[src/rtl/pi_pkg.sv]
package pi_pkg;

    typedef enum logic [1:0] {
        ST_IDLE = 2'd0,
        ST_STEP = 2'd1,
        ST_EMIT = 2'd2,
        ST_DONE = 2'd3
    } pi_state_e;

    typedef struct packed {
        logic valid;
        logic [7:0] src;
        logic [7:0] dst;
    } pi_emit_t;

    function automatic int unsigned pi_clog2(input int unsigned v);
        int unsigned r;
        r = 0;
        while ((32'd1 << r) < v) r++;
        return (r == 0) ? 1 : r;
    endfunction

endpackage

[src/rtl/pi_master_table.sv]
module pi_master_table #(
    parameter int N_CHIPS = 8,
    parameter int CW      = 3
) (
    input  logic          clk,
    input  logic          rst,
    input  logic          lock,
    input  logic          wr_en,
    input  logic [CW-1:0] wr_idx,
    input  logic [CW-1:0] wr_val,
    input  logic [CW-1:0] rd_addr,
    output logic [CW-1:0] rd_data
);
    logic [CW-1:0] perm_q [N_CHIPS];

    always_ff @(posedge clk) begin
        if (rst) begin
            for (int i = 0; i < N_CHIPS; i++) perm_q[i] <= CW'(i);
        end else if (wr_en && !lock) begin
            perm_q[wr_idx] <= wr_val;
        end
    end

    assign rd_data = perm_q[rd_addr];
endmodule

[src/rtl/pi_chip_buffer.sv]
module pi_chip_buffer #(
    parameter int N_CHIPS = 8,
    parameter int CW      = 3,
    parameter int DW      = 8
) (
    input  logic          clk,
    input  logic          rst,
    input  logic          lock,
    input  logic          wr_en,
    input  logic [CW-1:0] wr_idx,
    input  logic [DW-1:0] wr_data,
    input  logic          scat_en,
    input  logic [CW-1:0] scat_src,
    input  logic [CW-1:0] scat_dst,
    input  logic [CW-1:0] rd_idx,
    output logic [DW-1:0] rd_data
);
    logic [DW-1:0] in_q  [N_CHIPS];
    logic [DW-1:0] out_q [N_CHIPS];

    always_ff @(posedge clk) begin
        if (rst) begin
            for (int i = 0; i < N_CHIPS; i++) in_q[i] <= '0;
        end else if (wr_en && !lock) begin
            in_q[wr_idx] <= wr_data;
        end
    end

    always_ff @(posedge clk) begin
        if (rst) begin
            for (int i = 0; i < N_CHIPS; i++) out_q[i] <= '0;
        end else if (scat_en) begin
            out_q[scat_dst] <= in_q[scat_src];
        end
    end

    assign rd_data = out_q[rd_idx];
endmodule

[src/rtl/pi_power_engine.sv]
module pi_power_engine
    import pi_pkg::*;
#(
    parameter int N_CHIPS = 8,
    parameter int N_USERS = 8,
    parameter int CW      = 3,
    parameter int UW      = 4
) (
    input  logic          clk,
    input  logic          rst,
    input  logic          start,
    input  logic [UW-1:0] user_idx,
    output logic [CW-1:0] tbl_addr,
    input  logic [CW-1:0] tbl_data,
    output logic          busy,
    output logic          emit_valid,
    output logic [CW-1:0] emit_src,
    output logic [CW-1:0] emit_dst,
    output logic          done,
    output logic          err
);
    localparam logic [CW-1:0] LAST_C = CW'(N_CHIPS - 1);
    localparam logic [UW-1:0] MAX_K  = UW'(N_USERS);

    pi_state_e     st_q;
    logic [CW-1:0] c_q;
    logic [CW-1:0] walk_q;
    logic [UW-1:0] k_q;
    logic [UW-1:0] cnt_q;
    logic          err_q;
    logic          k_ok;

    assign k_ok = (user_idx != '0) && (user_idx <= MAX_K);

    always_ff @(posedge clk) begin
        if (rst) begin
            st_q   <= ST_IDLE;
            c_q    <= '0;
            walk_q <= '0;
            k_q    <= '0;
            cnt_q  <= '0;
            err_q  <= 1'b0;
        end else begin
            err_q <= 1'b0;
            case (st_q)
                ST_IDLE: begin
                    if (start) begin
                        if (k_ok) begin
                            k_q    <= user_idx;
                            c_q    <= '0;
                            walk_q <= '0;
                            cnt_q  <= '0;
                            st_q   <= ST_STEP;
                        end else begin
                            err_q <= 1'b1;
                        end
                    end
                end
                ST_STEP: begin
                    walk_q <= tbl_data;
                    cnt_q  <= cnt_q + UW'(1);
                    if (cnt_q + UW'(1) == k_q) st_q <= ST_EMIT;
                end
                ST_EMIT: begin
                    if (c_q == LAST_C) begin
                        st_q <= ST_DONE;
                    end else begin
                        c_q    <= c_q + CW'(1);
                        walk_q <= c_q + CW'(1);
                        cnt_q  <= '0;
                        st_q   <= ST_STEP;
                    end
                end
                default: st_q <= ST_IDLE;
            endcase
        end
    end

    assign tbl_addr   = walk_q;
    assign busy       = (st_q != ST_IDLE);
    assign emit_valid = (st_q == ST_EMIT);
    assign emit_src   = c_q;
    assign emit_dst   = walk_q;
    assign done       = (st_q == ST_DONE);
    assign err        = err_q;
endmodule

[src/rtl/power_ileaver.sv]
module power_ileaver
    import pi_pkg::*;
#(
    parameter int N_CHIPS = 8,
    parameter int N_USERS = 8,
    parameter int DW      = 8,
    localparam int CW     = pi_clog2(N_CHIPS),
    localparam int UW     = pi_clog2(N_USERS + 1)
) (
    input  logic          clk,
    input  logic          rst,
    input  logic          tbl_we,
    input  logic [CW-1:0] tbl_idx,
    input  logic [CW-1:0] tbl_val,
    input  logic          chip_we,
    input  logic [CW-1:0] chip_idx,
    input  logic [DW-1:0] chip_data,
    input  logic [UW-1:0] user_idx,
    input  logic          start,
    output logic          busy,
    output logic          addr_valid,
    output logic [CW-1:0] addr_src,
    output logic [CW-1:0] addr_out,
    output logic          done,
    output logic          err,
    input  logic [CW-1:0] rd_idx,
    output logic [DW-1:0] rd_data
);
    logic [CW-1:0] t_addr;
    logic [CW-1:0] t_data;
    logic          eng_busy;
    logic          e_valid;
    logic [CW-1:0] e_src;
    logic [CW-1:0] e_dst;

    pi_master_table #(.N_CHIPS(N_CHIPS), .CW(CW)) u_table (
        .clk(clk), .rst(rst), .lock(eng_busy),
        .wr_en(tbl_we), .wr_idx(tbl_idx), .wr_val(tbl_val),
        .rd_addr(t_addr), .rd_data(t_data)
    );

    pi_power_engine #(.N_CHIPS(N_CHIPS), .N_USERS(N_USERS), .CW(CW), .UW(UW)) u_engine (
        .clk(clk), .rst(rst), .start(start), .user_idx(user_idx),
        .tbl_addr(t_addr), .tbl_data(t_data), .busy(eng_busy),
        .emit_valid(e_valid), .emit_src(e_src), .emit_dst(e_dst),
        .done(done), .err(err)
    );

    pi_chip_buffer #(.N_CHIPS(N_CHIPS), .CW(CW), .DW(DW)) u_buf (
        .clk(clk), .rst(rst), .lock(eng_busy),
        .wr_en(chip_we), .wr_idx(chip_idx), .wr_data(chip_data),
        .scat_en(e_valid), .scat_src(e_src), .scat_dst(e_dst),
        .rd_idx(rd_idx), .rd_data(rd_data)
    );

    assign busy       = eng_busy;
    assign addr_valid = e_valid;
    assign addr_src   = e_src;
    assign addr_out   = e_dst;
endmodule

[config.mk]
export PLATFORM = sky130hd
export DESIGN_NAME = power_ileaver
export DESIGN_NICKNAME = d
export VERILOG_FILES = /design/src/rtl/pi_pkg.sv /design/src/rtl/pi_master_table.sv /design/src/rtl/pi_chip_buffer.sv /design/src/rtl/pi_power_engine.sv /design/src/rtl/power_ileaver.sv
export SDC_FILE = /design/constraint.sdc
export NUM_CORES = 1
export LEC_CHECK = 0
export CAP_MARGIN = 20
export CORE_MARGIN = 5
export CORE_UTILIZATION = 40
export CTS_BUF_LIST = sky130_fd_sc_hd__clkbuf_4 sky130_fd_sc_hd__clkbuf_8
export DETAILED_ROUTE_END_ITERATION = 7
export HOLD_SLACK_MARGIN = 0.06
export PLACE_DENSITY = 0.71
export SLEW_MARGIN = 20
export SYNTH_ARGS = -nofsm -noshare
export SYNTH_HDL_FRONTEND = slang
export SYNTH_HIERARCHICAL = 1
export SYNTH_SLANG_ARGS = --single-unit
[constraint.sdc]
create_clock -name clk -period 2 [get_ports clk]
set_input_delay 0.2 -clock clk [delete_from_list [all_inputs] [get_ports clk]]
set_output_delay 0.2 -clock clk [all_outputs]
set_load 0.01 [all_outputs]
==> results.yml <==
synth:
  synth_commonest_cells: "edfxtp_1 (152), nor3_1 (77), and2_1 (64)"
  synth_cells: 585
  synth_compound_area_frac: 0.0575
  synth-adder-area-share: 0.0107
  syn_nets: 621
  ys_seq_area_frac: 0.601
  synth_top_family_by_area: "simple AND/OR/NAND/NOR gates"
  synth-xor-area-share: 0.00721
  yosysMostFrequentCell: "edfxtp_1"
  synth_area_leaders: "edfxtp_1 (56%), and2_1 (4.9%), mux4_1 (4.8%)"
  synthesis.area_mm2: 0.00816
  yosys.area.top_type: "edfxtp_1"
  ys_ff_latch: 169
  synth_edf_count: 152
  synth_top_cell_area_share: 0.559
  synth_warnings: 6
  avgSynthCellArea_um2: 14.0
  synth-simple-area-share: 0.171
  async_flop_share: 0
  yosysUniqueCellTypes: 53
  synthMuxAreaShare: 0.129
  synthFlopType: "edfxtp_1"
detailed_routing:
  drc_errors: 0
  routed_via_density: 5.28
  dr.first_iter.drc_count: 365
  drtPass1Iterations: 5
  routedWlPerCell_um: 18.1
  wirelength_um: 17300
  vias: 5068
  ant_nets: 0
worst_setup_path:
  r2r_cells: 6
  critPathMaxFanout: 1
  cp_num_cells: 3
  path_class: "reg -> out"
  critPathCaptureType: "output pin"
  arrival_ns: 1.74
  path_buf_inv: 1
  cp_top_family: "multiplexers"
  cp_slowest_cell: "mux4_2"
  cp_cell_sequence: "mux4_2 > mux2_2 > buf_2"
  r2r_setup_slack_ns: 0.09
  startpoint: "u_buf/out_q[5][4]"
  required_ns: 1.80
  cp-start-kind: "flop"
  r2r-start: "u_engine/st_q[1]"
  critPathMaxStageDelay_ns: 0.47
cts:
  insertion_delay_ns: 0.44
  h-tree-depth: 4
  clk_pin_slew_worst_paths_ns: 0.08
  clockRootBuffer: "clkbuf_8"
  cts_made_buffers: 17
  clock_path_buffers: 2
  ctsHoldBuffers: 0
  cts_tree: "built"
  clkSinkCount: 169
global_route:
  overflow: 0
  grt_pass1_vias: 5173
  grt_max_degree: 37
  antenna_found_initial: 0
  grt_pass1_wl_um: 28100
  grt_use_total: 0.150
floorplanning:
  fp.dieH_um: 153
  die_area_mm2: 0.0234
  core_area_mm2: 0.0202
  std_cell_rows: 52
  ios: 47
  start_util: 0.405
  die_w_um: 153
flow_run:
  maxCapViolCount: 0
hold_path:
  whs_path_depth: 3
  hold_start: "user_idx[3]"
  hold_path_class: "in -> reg"
outcome:
  status: "completed"
placement:
  placed_area_mm2: 0.00930
  placed_cells: 929
  place_congestion: 0.848
  numPortBuffers: 46
  hpwl_um: 12800
timing:
  slew_viol_final: 0
  fin_skew_ns: 0.00926
  relSlewSlack: 0.630
  tns_ns: 0
  fin_crit_sh: 0.969
  worst_slew_pin_slew_ns: 0.551
  min_period_ns: 1.94
  max_freq_ghz: 0.516
  hold_viol_final: 0
  setup_viol: 0
  rsz0062_at_grt: "true"
layout:
  fin_area_mm2: 0.00965
  antenna-diode-count: 0
  areaGrowthSynthToFinish_pct: 18.3
  utilization: 0.479
  layout-drive-gt1-share: 0.258
  fillers: 1745
  instances_no_fill: 959
  nNetsFinal: 716
power_and_ir_drop:
  p_leak_nw: 3.35
  cellPowerDensity_mw_per_mm2: 797
  ir_worst_vdd_uv: 382
  total_power_mw: 7.69
sequential cells by signal, summed over array words and instances (netlist names):
signal	cells
u_engine/emit_src	3
u_engine/emit_dst	3
u_table/perm_q	24
u_engine/cnt_q	4
u_engine/k_q	4
u_engine/st_q	2
u_engine/err	1
u_buf/in_q	64
u_buf/out_q	64
stage by stage:
step	worst slack, ns	hold WS (ns)
2_1_floorplan	0.0261	0.347
3_3_place_gp	-0.387	0.479
3_5_place_dp	-0.427	0.497
4_1_cts	0.00610	0.358
5_1_grt	-0.0107	0.408
6_report	0.0610	0.398
cells in the final DEF (no fill, tap or decap), types with 6 or more instances in the layout:
| master | netlist | final |
|---|---|---|
| a21oi_1 | 11 | 11 |
| a22o_1 | 10 | 10 |
| and2_1 | 64 | 64 |
| buf_2 | 6 | 6 |
| buf_4 | 5 | 51 |
| clkbuf_8 | 0 | 17 |
| clkdlybuf4s50_1 | 0 | 35 |
| dfxtp_1 | 17 | 16 |
| edfxtp_1 | 152 | 152 |
| mux2_2 | 27 | 26 |
| mux2i_1 | 20 | 20 |
| mux4_2 | 7 | 21 |
| nand2_1 | 13 | 13 |
| nand2b_1 | 16 | 16 |
| nand4_1 | 9 | 9 |
| nor2_1 | 12 | 12 |
| nor3_1 | 77 | 77 |
| o21ai_0 | 15 | 15 |
| o22ai_2 | 8 | 8 |
| or3_1 | 12 | 12 |
power by group:
part / switching [mW] / leakage (nW) / internal, mW / total (mW)
registers: 0.0791 / 1.67 / 4.02 / 4.10
logic: 0.690 / 1.50 / 0.651 / 1.34
clock network: 1.17 / 0.181 / 1.08 / 2.25
total: 1.94 / 3.35 / 5.75 / 7.69
kinds of logic after synthesis:
logic type | count (synthesis)
xor+xnor | 5
buf+inv | 35
simple gates | 237
compound gates | 63
flops | 169
mux | 69
fa+ha+maj | 7
timing repair:
action                                  4_1_cts  5_1_grt
setup buffers                                 1        0
resized for setup                            52       10
gates cloned                                  1        0
endpoints found under the setup margin       14       11
cell type report:
type	instances	area (µm²)	area share
Clock inverter	11	125	0.0130
Sequential cell	169	4910	0.508
Tap cell	270	338	0.0350
Clock buffer	17	234	0.0242
Multi-Input combinational cell	381	3080	0.319
Timing Repair Buffer	103	942	0.0976
Inverter	8	30.0	0.00311
metal layers:
layer / global-route usage / up-vias / share of wire
met3: 0.0288 / 13 / 0.044
met5: 0 / - / 0
met1: 0.206 / 2475 / 0.46
li1: - / 2438 / -
met2: 0.245 / 142 / 0.49
met4: 0.0450 / 0 / 0.010
path summary, 6_finish.rpt:
check | end
min | u_engine/k_q[3]
max reg2reg | u_table/perm_q[2][1]
min reg2reg | u_engine/k_q[3]
max | rd_data[4]
worst min-delay path: cells and delay by family:
kind / cells / cell delay [ns]
AO/OA/AOI/OAI: 2 / 0.15
buffers and inverters: 1 / 0.44
(Power assumes the default switching activity.)
